File: src/rtl/tmr_pkg.sv
package tmr_pkg;
  localparam int unsigned OFS_T1_CNT_LO = 4;
  localparam int unsigned OFS_T1_CNT_HI = 5;
  localparam int unsigned OFS_T1_LAT_LO = 6;
  localparam int unsigned OFS_T1_LAT_HI = 7;
  localparam int unsigned OFS_T2_CNT_LO = 8;
  localparam int unsigned OFS_T2_CNT_HI = 9;

  // strobes for the reloadable timer
  typedef struct packed {
    logic lat_lo_wr;
    logic load_wr;
    logic lat_hi_wr;
    logic clr_rd;
  } t1_strb_t;

  // strobes for the one-shot timer
  typedef struct packed {
    logic lat_lo_wr;
    logic load_wr;
    logic clr_rd;
  } t2_strb_t;
endpackage

File: src/rtl/tmr_decode.sv
module tmr_decode #(
  parameter int unsigned ADDR_W = 4
) (
  input  logic              wr_i,
  input  logic              rd_i,
  input  logic [ADDR_W-1:0] addr_i,
  output tmr_pkg::t1_strb_t t1_o,
  output tmr_pkg::t2_strb_t t2_o
);
  import tmr_pkg::*;

  localparam logic [ADDR_W-1:0] A_T1_LO  = ADDR_W'(OFS_T1_CNT_LO);
  localparam logic [ADDR_W-1:0] A_T1_HI  = ADDR_W'(OFS_T1_CNT_HI);
  localparam logic [ADDR_W-1:0] A_T1_LLO = ADDR_W'(OFS_T1_LAT_LO);
  localparam logic [ADDR_W-1:0] A_T1_LHI = ADDR_W'(OFS_T1_LAT_HI);
  localparam logic [ADDR_W-1:0] A_T2_LO  = ADDR_W'(OFS_T2_CNT_LO);
  localparam logic [ADDR_W-1:0] A_T2_HI  = ADDR_W'(OFS_T2_CNT_HI);

  always_comb begin
    t1_o.lat_lo_wr = wr_i && (addr_i == A_T1_LO || addr_i == A_T1_LLO);
    t1_o.load_wr   = wr_i && (addr_i == A_T1_HI);
    t1_o.lat_hi_wr = wr_i && (addr_i == A_T1_LHI);
    t1_o.clr_rd    = rd_i && (addr_i == A_T1_LO);
    t2_o.lat_lo_wr = wr_i && (addr_i == A_T2_LO);
    t2_o.load_wr   = wr_i && (addr_i == A_T2_HI);
    t2_o.clr_rd    = rd_i && (addr_i == A_T2_LO);
  end
endmodule

File: src/rtl/tmr_reload.sv
module tmr_reload #(
  parameter int unsigned BYTE_W = 8,
  localparam int unsigned CNT_W = 2 * BYTE_W
) (
  input  logic              clk,
  input  logic              rst_n,
  input  logic              tick_i,
  input  logic              freerun_i,
  input  tmr_pkg::t1_strb_t strb_i,
  input  logic [BYTE_W-1:0] wdata_i,
  output logic [CNT_W-1:0]  cnt_o,
  output logic [CNT_W-1:0]  lat_o,
  output logic              fire_o,
  output logic              flag_o
);
  localparam logic [CNT_W-1:0] ONE = CNT_W'(1);

  logic [BYTE_W-1:0] lat_lo_q, lat_hi_q;
  logic [CNT_W-1:0]  cnt_q;
  logic              armed_q, flag_q;
  logic              at_zero;

  assign at_zero = (cnt_q == '0);
  assign fire_o  = tick_i && at_zero && !strb_i.load_wr && (freerun_i || armed_q);

  always_ff @(posedge clk) begin
    if (!rst_n) begin
      lat_lo_q <= '0;
      lat_hi_q <= '0;
      cnt_q    <= '0;
      armed_q  <= 1'b0;
      flag_q   <= 1'b0;
    end else begin
      if (strb_i.lat_lo_wr) lat_lo_q <= wdata_i;
      if (strb_i.load_wr || strb_i.lat_hi_wr) lat_hi_q <= wdata_i;

      if (strb_i.load_wr) begin
        cnt_q   <= {wdata_i, lat_lo_q};
        armed_q <= 1'b1;
      end else if (tick_i) begin
        if (at_zero) begin
          if (freerun_i) begin
            cnt_q <= {lat_hi_q, lat_lo_q};
          end else begin
            cnt_q   <= '1;
            armed_q <= 1'b0;
          end
        end else begin
          cnt_q <= cnt_q - ONE;
        end
      end

      if (fire_o) flag_q <= 1'b1;
      else if (strb_i.clr_rd || strb_i.load_wr || strb_i.lat_hi_wr) flag_q <= 1'b0;
    end
  end

  assign cnt_o  = cnt_q;
  assign lat_o  = {lat_hi_q, lat_lo_q};
  assign flag_o = flag_q;
endmodule

File: src/rtl/tmr_oneshot.sv
module tmr_oneshot #(
  parameter int unsigned BYTE_W = 8,
  localparam int unsigned CNT_W = 2 * BYTE_W
) (
  input  logic              clk,
  input  logic              rst_n,
  input  logic              tick_i,
  input  tmr_pkg::t2_strb_t strb_i,
  input  logic [BYTE_W-1:0] wdata_i,
  output logic [CNT_W-1:0]  cnt_o,
  output logic              fire_o,
  output logic              flag_o
);
  localparam logic [CNT_W-1:0] ONE = CNT_W'(1);

  logic [BYTE_W-1:0] lat_lo_q;
  logic [CNT_W-1:0]  cnt_q;
  logic              armed_q, flag_q;
  logic              at_zero;

  assign at_zero = (cnt_q == '0);
  assign fire_o  = tick_i && at_zero && armed_q && !strb_i.load_wr;

  always_ff @(posedge clk) begin
    if (!rst_n) begin
      lat_lo_q <= '0;
      cnt_q    <= '0;
      armed_q  <= 1'b0;
      flag_q   <= 1'b0;
    end else begin
      if (strb_i.lat_lo_wr) lat_lo_q <= wdata_i;

      if (strb_i.load_wr) begin
        cnt_q   <= {wdata_i, lat_lo_q};
        armed_q <= 1'b1;
      end else if (tick_i) begin
        cnt_q <= cnt_q - ONE;
        if (at_zero) armed_q <= 1'b0;
      end

      if (fire_o) flag_q <= 1'b1;
      else if (strb_i.clr_rd || strb_i.load_wr) flag_q <= 1'b0;
    end
  end

  assign cnt_o  = cnt_q;
  assign flag_o = flag_q;
endmodule

File: src/rtl/tmr_dual.sv
module tmr_dual #(
  parameter int unsigned BYTE_W = 8,
  parameter int unsigned ADDR_W = 4
) (
  input  logic              clk,
  input  logic              rst_n,
  input  logic              tick,
  input  logic              t1_freerun,
  input  logic              bus_wr,
  input  logic              bus_rd,
  input  logic [ADDR_W-1:0] bus_addr,
  input  logic [BYTE_W-1:0] bus_wdata,
  output logic [BYTE_W-1:0] bus_rdata,
  output logic              t1_fire,
  output logic              t2_fire,
  output logic              t1_flag,
  output logic              t2_flag
);
  import tmr_pkg::*;

  localparam int unsigned CNT_W = 2 * BYTE_W;

  t1_strb_t          t1_strb;
  t2_strb_t          t2_strb;
  logic [CNT_W-1:0]  t1_cnt, t1_lat, t2_cnt;

  tmr_decode #(.ADDR_W(ADDR_W)) u_dec (
    .wr_i   (bus_wr),
    .rd_i   (bus_rd),
    .addr_i (bus_addr),
    .t1_o   (t1_strb),
    .t2_o   (t2_strb)
  );

  tmr_reload #(.BYTE_W(BYTE_W)) u_t1 (
    .clk       (clk),
    .rst_n     (rst_n),
    .tick_i    (tick),
    .freerun_i (t1_freerun),
    .strb_i    (t1_strb),
    .wdata_i   (bus_wdata),
    .cnt_o     (t1_cnt),
    .lat_o     (t1_lat),
    .fire_o    (t1_fire),
    .flag_o    (t1_flag)
  );

  tmr_oneshot #(.BYTE_W(BYTE_W)) u_t2 (
    .clk     (clk),
    .rst_n   (rst_n),
    .tick_i  (tick),
    .strb_i  (t2_strb),
    .wdata_i (bus_wdata),
    .cnt_o   (t2_cnt),
    .fire_o  (t2_fire),
    .flag_o  (t2_flag)
  );

  always_comb begin
    bus_rdata = '0;
    if (bus_rd) begin
      if (bus_addr == ADDR_W'(OFS_T1_CNT_LO))      bus_rdata = t1_cnt[BYTE_W-1:0];
      else if (bus_addr == ADDR_W'(OFS_T1_CNT_HI)) bus_rdata = t1_cnt[CNT_W-1:BYTE_W];
      else if (bus_addr == ADDR_W'(OFS_T1_LAT_LO)) bus_rdata = t1_lat[BYTE_W-1:0];
      else if (bus_addr == ADDR_W'(OFS_T1_LAT_HI)) bus_rdata = t1_lat[CNT_W-1:BYTE_W];
      else if (bus_addr == ADDR_W'(OFS_T2_CNT_LO)) bus_rdata = t2_cnt[BYTE_W-1:0];
      else if (bus_addr == ADDR_W'(OFS_T2_CNT_HI)) bus_rdata = t2_cnt[CNT_W-1:BYTE_W];
    end
  end
endmodule

File: config.mk
export PLATFORM = sky130hd
export DESIGN_NAME = tmr_dual
export DESIGN_NICKNAME = d
export VERILOG_FILES = /design/src/rtl/tmr_pkg.sv /design/src/rtl/tmr_decode.sv /design/src/rtl/tmr_reload.sv /design/src/rtl/tmr_oneshot.sv /design/src/rtl/tmr_dual.sv
export SDC_FILE = /design/constraint.sdc
export NUM_CORES = 1
export LEC_CHECK = 0
export ABC_CLOCK_PERIOD_IN_PS = 2300
export BUFFER_PORTS_ARGS = -buffer_cell sky130_fd_sc_hd__buf_2
export CAP_MARGIN = 20
export CORE_MARGIN = 2
export CORE_UTILIZATION = 30
export DETAILED_ROUTE_END_ITERATION = 8
export GPL_ROUTABILITY_DRIVEN = 0
export PLACE_DENSITY_LB_ADDON = 0.15
export SLEW_MARGIN = 40
export SYNTH_ARGS = -nofsm -noshare
export SYNTH_HDL_FRONTEND = slang
export SYNTH_SLANG_ARGS = --single-unit
File: constraint.sdc
create_clock -name clk -period 2.3 [get_ports clk]
set_clock_uncertainty 0.1 [all_clocks]
set_input_delay 0.345 -clock clk [delete_from_list [all_inputs] [get_ports clk]]
set_output_delay 0.345 -clock clk [all_outputs]
set_load 0.005 [all_outputs]
* After elaboration in Yosys (flattened, before gate mapping) *
Index checks and enable logic that the tools add are counted.

storage, ports and cells
  register bits after elaboration = 60
  input port bits = 18
  output and inout port bits = 12
  logic and storage cells = 73

cells by class
  add/sub/neg operators = 2
  eq/ne operators = 7
  multiplexer cells = 24
  reduce and logical (&&, ||, !) cells = 31

operators by type and width
  kind                                                 number
  two-way mux 16 bit                                   6
  two-way mux 8 bit                                    7
  logical NOT 16 bit                                   2
  subtractor 16 x 1 -> 16 bit, second input constant   2
  equality test 4 x 3 -> 1 bit, second input constant  4
  logical AND 1 bit                                    13
  nonzero test 2 bit                                   6
  two-way mux 1 bit                                    11
  equality test 4 bit, second input constant           2
  logical OR 1 bit                                     6
  AND reduction 3 bit                                  1
  logical NOT 1 bit                                    2
  != test 2 x 1 -> 1 bit, second input constant        1
  AND reduction 2 bit                                  1

* Depth between registers and ports, before layout *
  depth in word-level cells = 8
  mapped depth = 8
  depth with buffers taken out = 7

* Hierarchy *
A second synthesis with hierarchy kept.

unflattened totals
  cells, all modules = 455
  area, all modules = 3712.3 um^2

modules (own cells, without submodules)
  module       times used  cells an instance  area an instance (um^2)  sequential area each (um^2)
  tmr_reload   1           245                1949.4                   680.7
  tmr_oneshot  1           138                1221.2                   520.5
  tmr_dual     1           60                 462.9                    0.0
  tmr_decode   1           12                 78.8                     0.0

* Least setup slack after synthesis *
Ideal clock, no wire load.

  kind = flip-flop to output port
  start point = reg u_t2.cnt_q[4] (netlist: u_t2.cnt_o[4])
  end point = out t2_fire
  arrival = 1757 ps
  required time = 1855 ps
  setup slack = 98 ps
  cell stages (with the launch flop) = 5
  path buffers = 0
  cell sequence = dfxtp_1 -> or4_4 -> or3_4 -> nor4_1 -> and3_1

on the way
  longest elaborated chain between the ends = 4

RTL lines
  element                         line               source
  start, declared                 tmr_oneshot.sv:17  logic [CNT_W-1:0] cnt_q;
  start signal, assigned          tmr_oneshot.sv:34  cnt_q <= {wdata_i, lat_lo_q};
  start signal, assigned          tmr_oneshot.sv:37  cnt_q <= cnt_q - ONE;
  logical NOT 16 bit              tmr_oneshot.sv:21  assign at_zero = (cnt_q == '0);
  logical AND 1 bit (3 in a row)  tmr_oneshot.sv:22  assign fire_o = tick_i && at_zero && armed_q && !strb_i.load_wr;
  end, declared                   tmr_dual.sv:15     output logic t2_fire,

Every way passes these cells.

* Worst setup path in the final report *
Ends and elaborated chain as after synthesis.

==> metrics <==
H-tree levels=3; FF+latch area=0.00120 mm²; DRT antenna net count=0; Post-Synth Adder-Cell Area=0.0144; vias in the first global route=3371; Seq cells post-synth=60; PD cells=959 mW/mm²; Port Buf Inserts=29; all-layer global routing usage=0.203; TritonCTS Buffers=9; gr ovfl total=0; most frequent cell after synthesis=dfxtp_1; Peak VDD IR=0.405 mV; DRC errors left=0; Die Span X=approximately 110 µm; simple-gate share of the synthesized area=0.282; RSZ-0062 raised after global routing=yes; Worst Max-Slew Pin Slew=around 0.7 ns; first-pass GRT wire length=about 20 mm; Seq/Total Area, Yosys=0.346; Ant. Diodes=0; Cell variety after synth=between 60 and 70; async set-reset flop share out of synthesis=0; global routing's busiest layer=met2; Cells after Synth=442; largest cells by area after synthesis=dfxtp_1 35%, a21oi_1 6.3%, nand2_1 5.9%; area of the multi-input gates=0.00218 mm²; commonest cells in the netlist=60 x dfxtp_1, 55 x nand2_1, 44 x a21oi_1; XOR/XNOR Fraction of Synth Area=0.0505; Max clock buf depth=2; post-layout util=0.387; die area=0.0125 mm²; final setup fails=1; Final Hold Fails=0; Worst Path Max Fanout=2; die span in y=112 µm; hpwl dp=~9.2 mm; # rows=39; max cap viols=0; failing checks=negative setup slack; Avg Inst Size Synth=between 7 and 8 µm²; routed len/inst=19.1 µm; largest net degree at the start of global routing=34; met1 Usage GRT=0.297; crit start category=flop; Fmax=408 MHz; initial antenna violation count=0; Hold Buf Count CTS=0; Post-synth EDFFs=0; GR Layer Usage met3=0.0463; # clock sinks=60; Hold WC Path Type=primary input to flop; clock-pin slew on the worst setup and hold paths=0.05 ns; nets=517; final worst path period share=1.06; max-slew violation count=0; core area=0.0114 mm²; largest family of logic cells by synthesized area=simple AND/OR/NAND/NOR gates; Synth Flop Type=dfxtp_1; area share of the largest cell type after synthesis=0.346; post-route cell area=0.00440 mm²; Non-Filler Instances=around 640; vias per cell=5.61; Lkg Pwr=0.00168 µW; drt total wl=12.3 mm; Mapped Nets=464; Area Overhead vs Synth=26.8%; initial core utilization=0.305; fill count=1167; mux cell area share after synthesis=0.0436; Worst-Skew Late Latency=0.34 ns; Final WS setup=-0.148 ns; status=complete, but fails checks; compound-gate portion of the synthesized area=0.221; Tmin final=2.45 ns; drt pass-1 iters=5; post-synthesis cell area=0.00347 mm²; Inst Count DP=~620; critical path endpoint category=output pin; Cell Area, Placed=about 0.004 mm²; overall power=4220 µW; cell taking the most area after synthesis=dfxtp_1; Starting DRT DRC Count=around 260; Worst EP arrival=2.00 ns; CP Data Required Time=1.86 ns; CTS tree=yes; Root Driver=clkbuf_16; met2 GRT Util=0.304; relative slew slack=0.538; total number of yosys warnings=0; Top Ports=30; routed vias=roughly 3600; crit path kind=flop to output pin; share of cells above drive strength 1=0.246
area by class of cell:
class / instances / area share
Clock buffer: 12 / 0.0605
Clock inverter: 4 / 0.0159
Inverter: 9 / 0.00767
Multi-Input combinational cell: 343 / 0.495
Sequential cell: 60 / 0.274
Tap cell: 143 / 0.0406
Timing Repair Buffer: 72 / 0.106
sequential cells by signal (all words and copies together) (netlist names):
name / cells
u_t1.cnt_o: 16
u_t2.cnt_o: 16
u_t1.lat_hi_q: 8
u_t1.lat_lo_q: 8
u_t2.lat_lo_q: 8
u_t1.armed_q: 1
u_t1.flag_o: 1
u_t2.armed_q: 1
u_t2.flag_o: 1
power by group:
group / internal, µW / total (µW) / switching [µW]
clock: 1030 / 1530 / 496
sequential: 1170 / 1360 / 189
combinational: 622 / 1330 / 712
total: 2830 / 4220 / 1400
worst paths after layout:
check	startpoint	depth (start not counted)	slack [ns]	to
setup / recovery	u_t2.cnt_o[4]$_SDFFE_PN0P_	5	-0.15	t2_fire
hold / removal	bus_wdata[0]	3	0.21	u_t1.lat_hi_q[0]$_SDFFE_PN0P_
setup reg to reg	u_t2.cnt_o[4]$_SDFFE_PN0P_	6	0.19	u_t2.cnt_o[13]$_SDFFE_PN0P_
hold reg to reg	u_t2.lat_lo_q[0]$_SDFFE_PN0P_	2	0.36	u_t2.lat_lo_q[0]$_SDFFE_PN0P_
cell usage in the layout, fill, tap and decap left out, types with 3 or more instances in the layout:
master,instances
nand4_1,5
a31oi_1,5
mux2i_1,5
or3_1,5
mux2_2,7
inv_1,6
nor4_2,4
inv_2,3
clkbuf_8,3
xor2_1,6
buf_4,43
nor2_1,30
and2_1,5
ha_1,3
dfxtp_2,3
and3_1,4
nand2b_1,4
nor2b_1,7
a211oi_1,10
o22ai_1,4
nor4_1,6
nand3_1,21
dfxtp_1,57
a21oi_1,44
nor3_1,16
nand2_1,55
a22o_1,4
buf_2,29
o221ai_1,6
xnor2_1,14
clkbuf_16,9
a22oi_1,5
o21ai_0,19
or4_1,3
critical path, cell delays in order, from the launching register on:
cell and delay, ns:
dfxtp_1 0.30, or4_4 0.54, or3_4 0.36, nor4_4 0.14, and3_1 0.21, buf_2 0.12
stage by stage:
stage	TNS, ns	setup slack, ns	hold slack (ns)
6_report	-0.148	-0.148	0.212
5_1_grt	-0.220	-0.209	0.223
4_1_cts	-0.168	-0.168	0.210
3_5_place_dp	0	0.0351	0.350
3_3_place_gp	0	0.0265	0.344
2_1_floorplan	0	0.0984	0.336
logic make-up after synthesis:
family	Yosys count
AND/OR/NAND/NOR	187
AO/OA/AOI/OAI	119
flip-flops	60
XOR/XNOR	20
buffers and inverters	39
multiplexers	13
adder cells (fa/ha/maj)	4
layer usage:
layer	vias up	part of all wire
li1	1727	-
met1	1751	0.49
met2	119	0.45
met3	13	0.054
met4	0	0.012
met5	-	0
timing repair:
item | 4_1_cts | 5_1_grt
pin swaps | 4 | 2
gates resized for setup | 3 | 11
setup endpoints to repair | 2 | 8
buffers inserted | 1 | 2
hold endpoints to repair | 0 | 0
No activity file was read; power rests on OpenSTA's default activity.
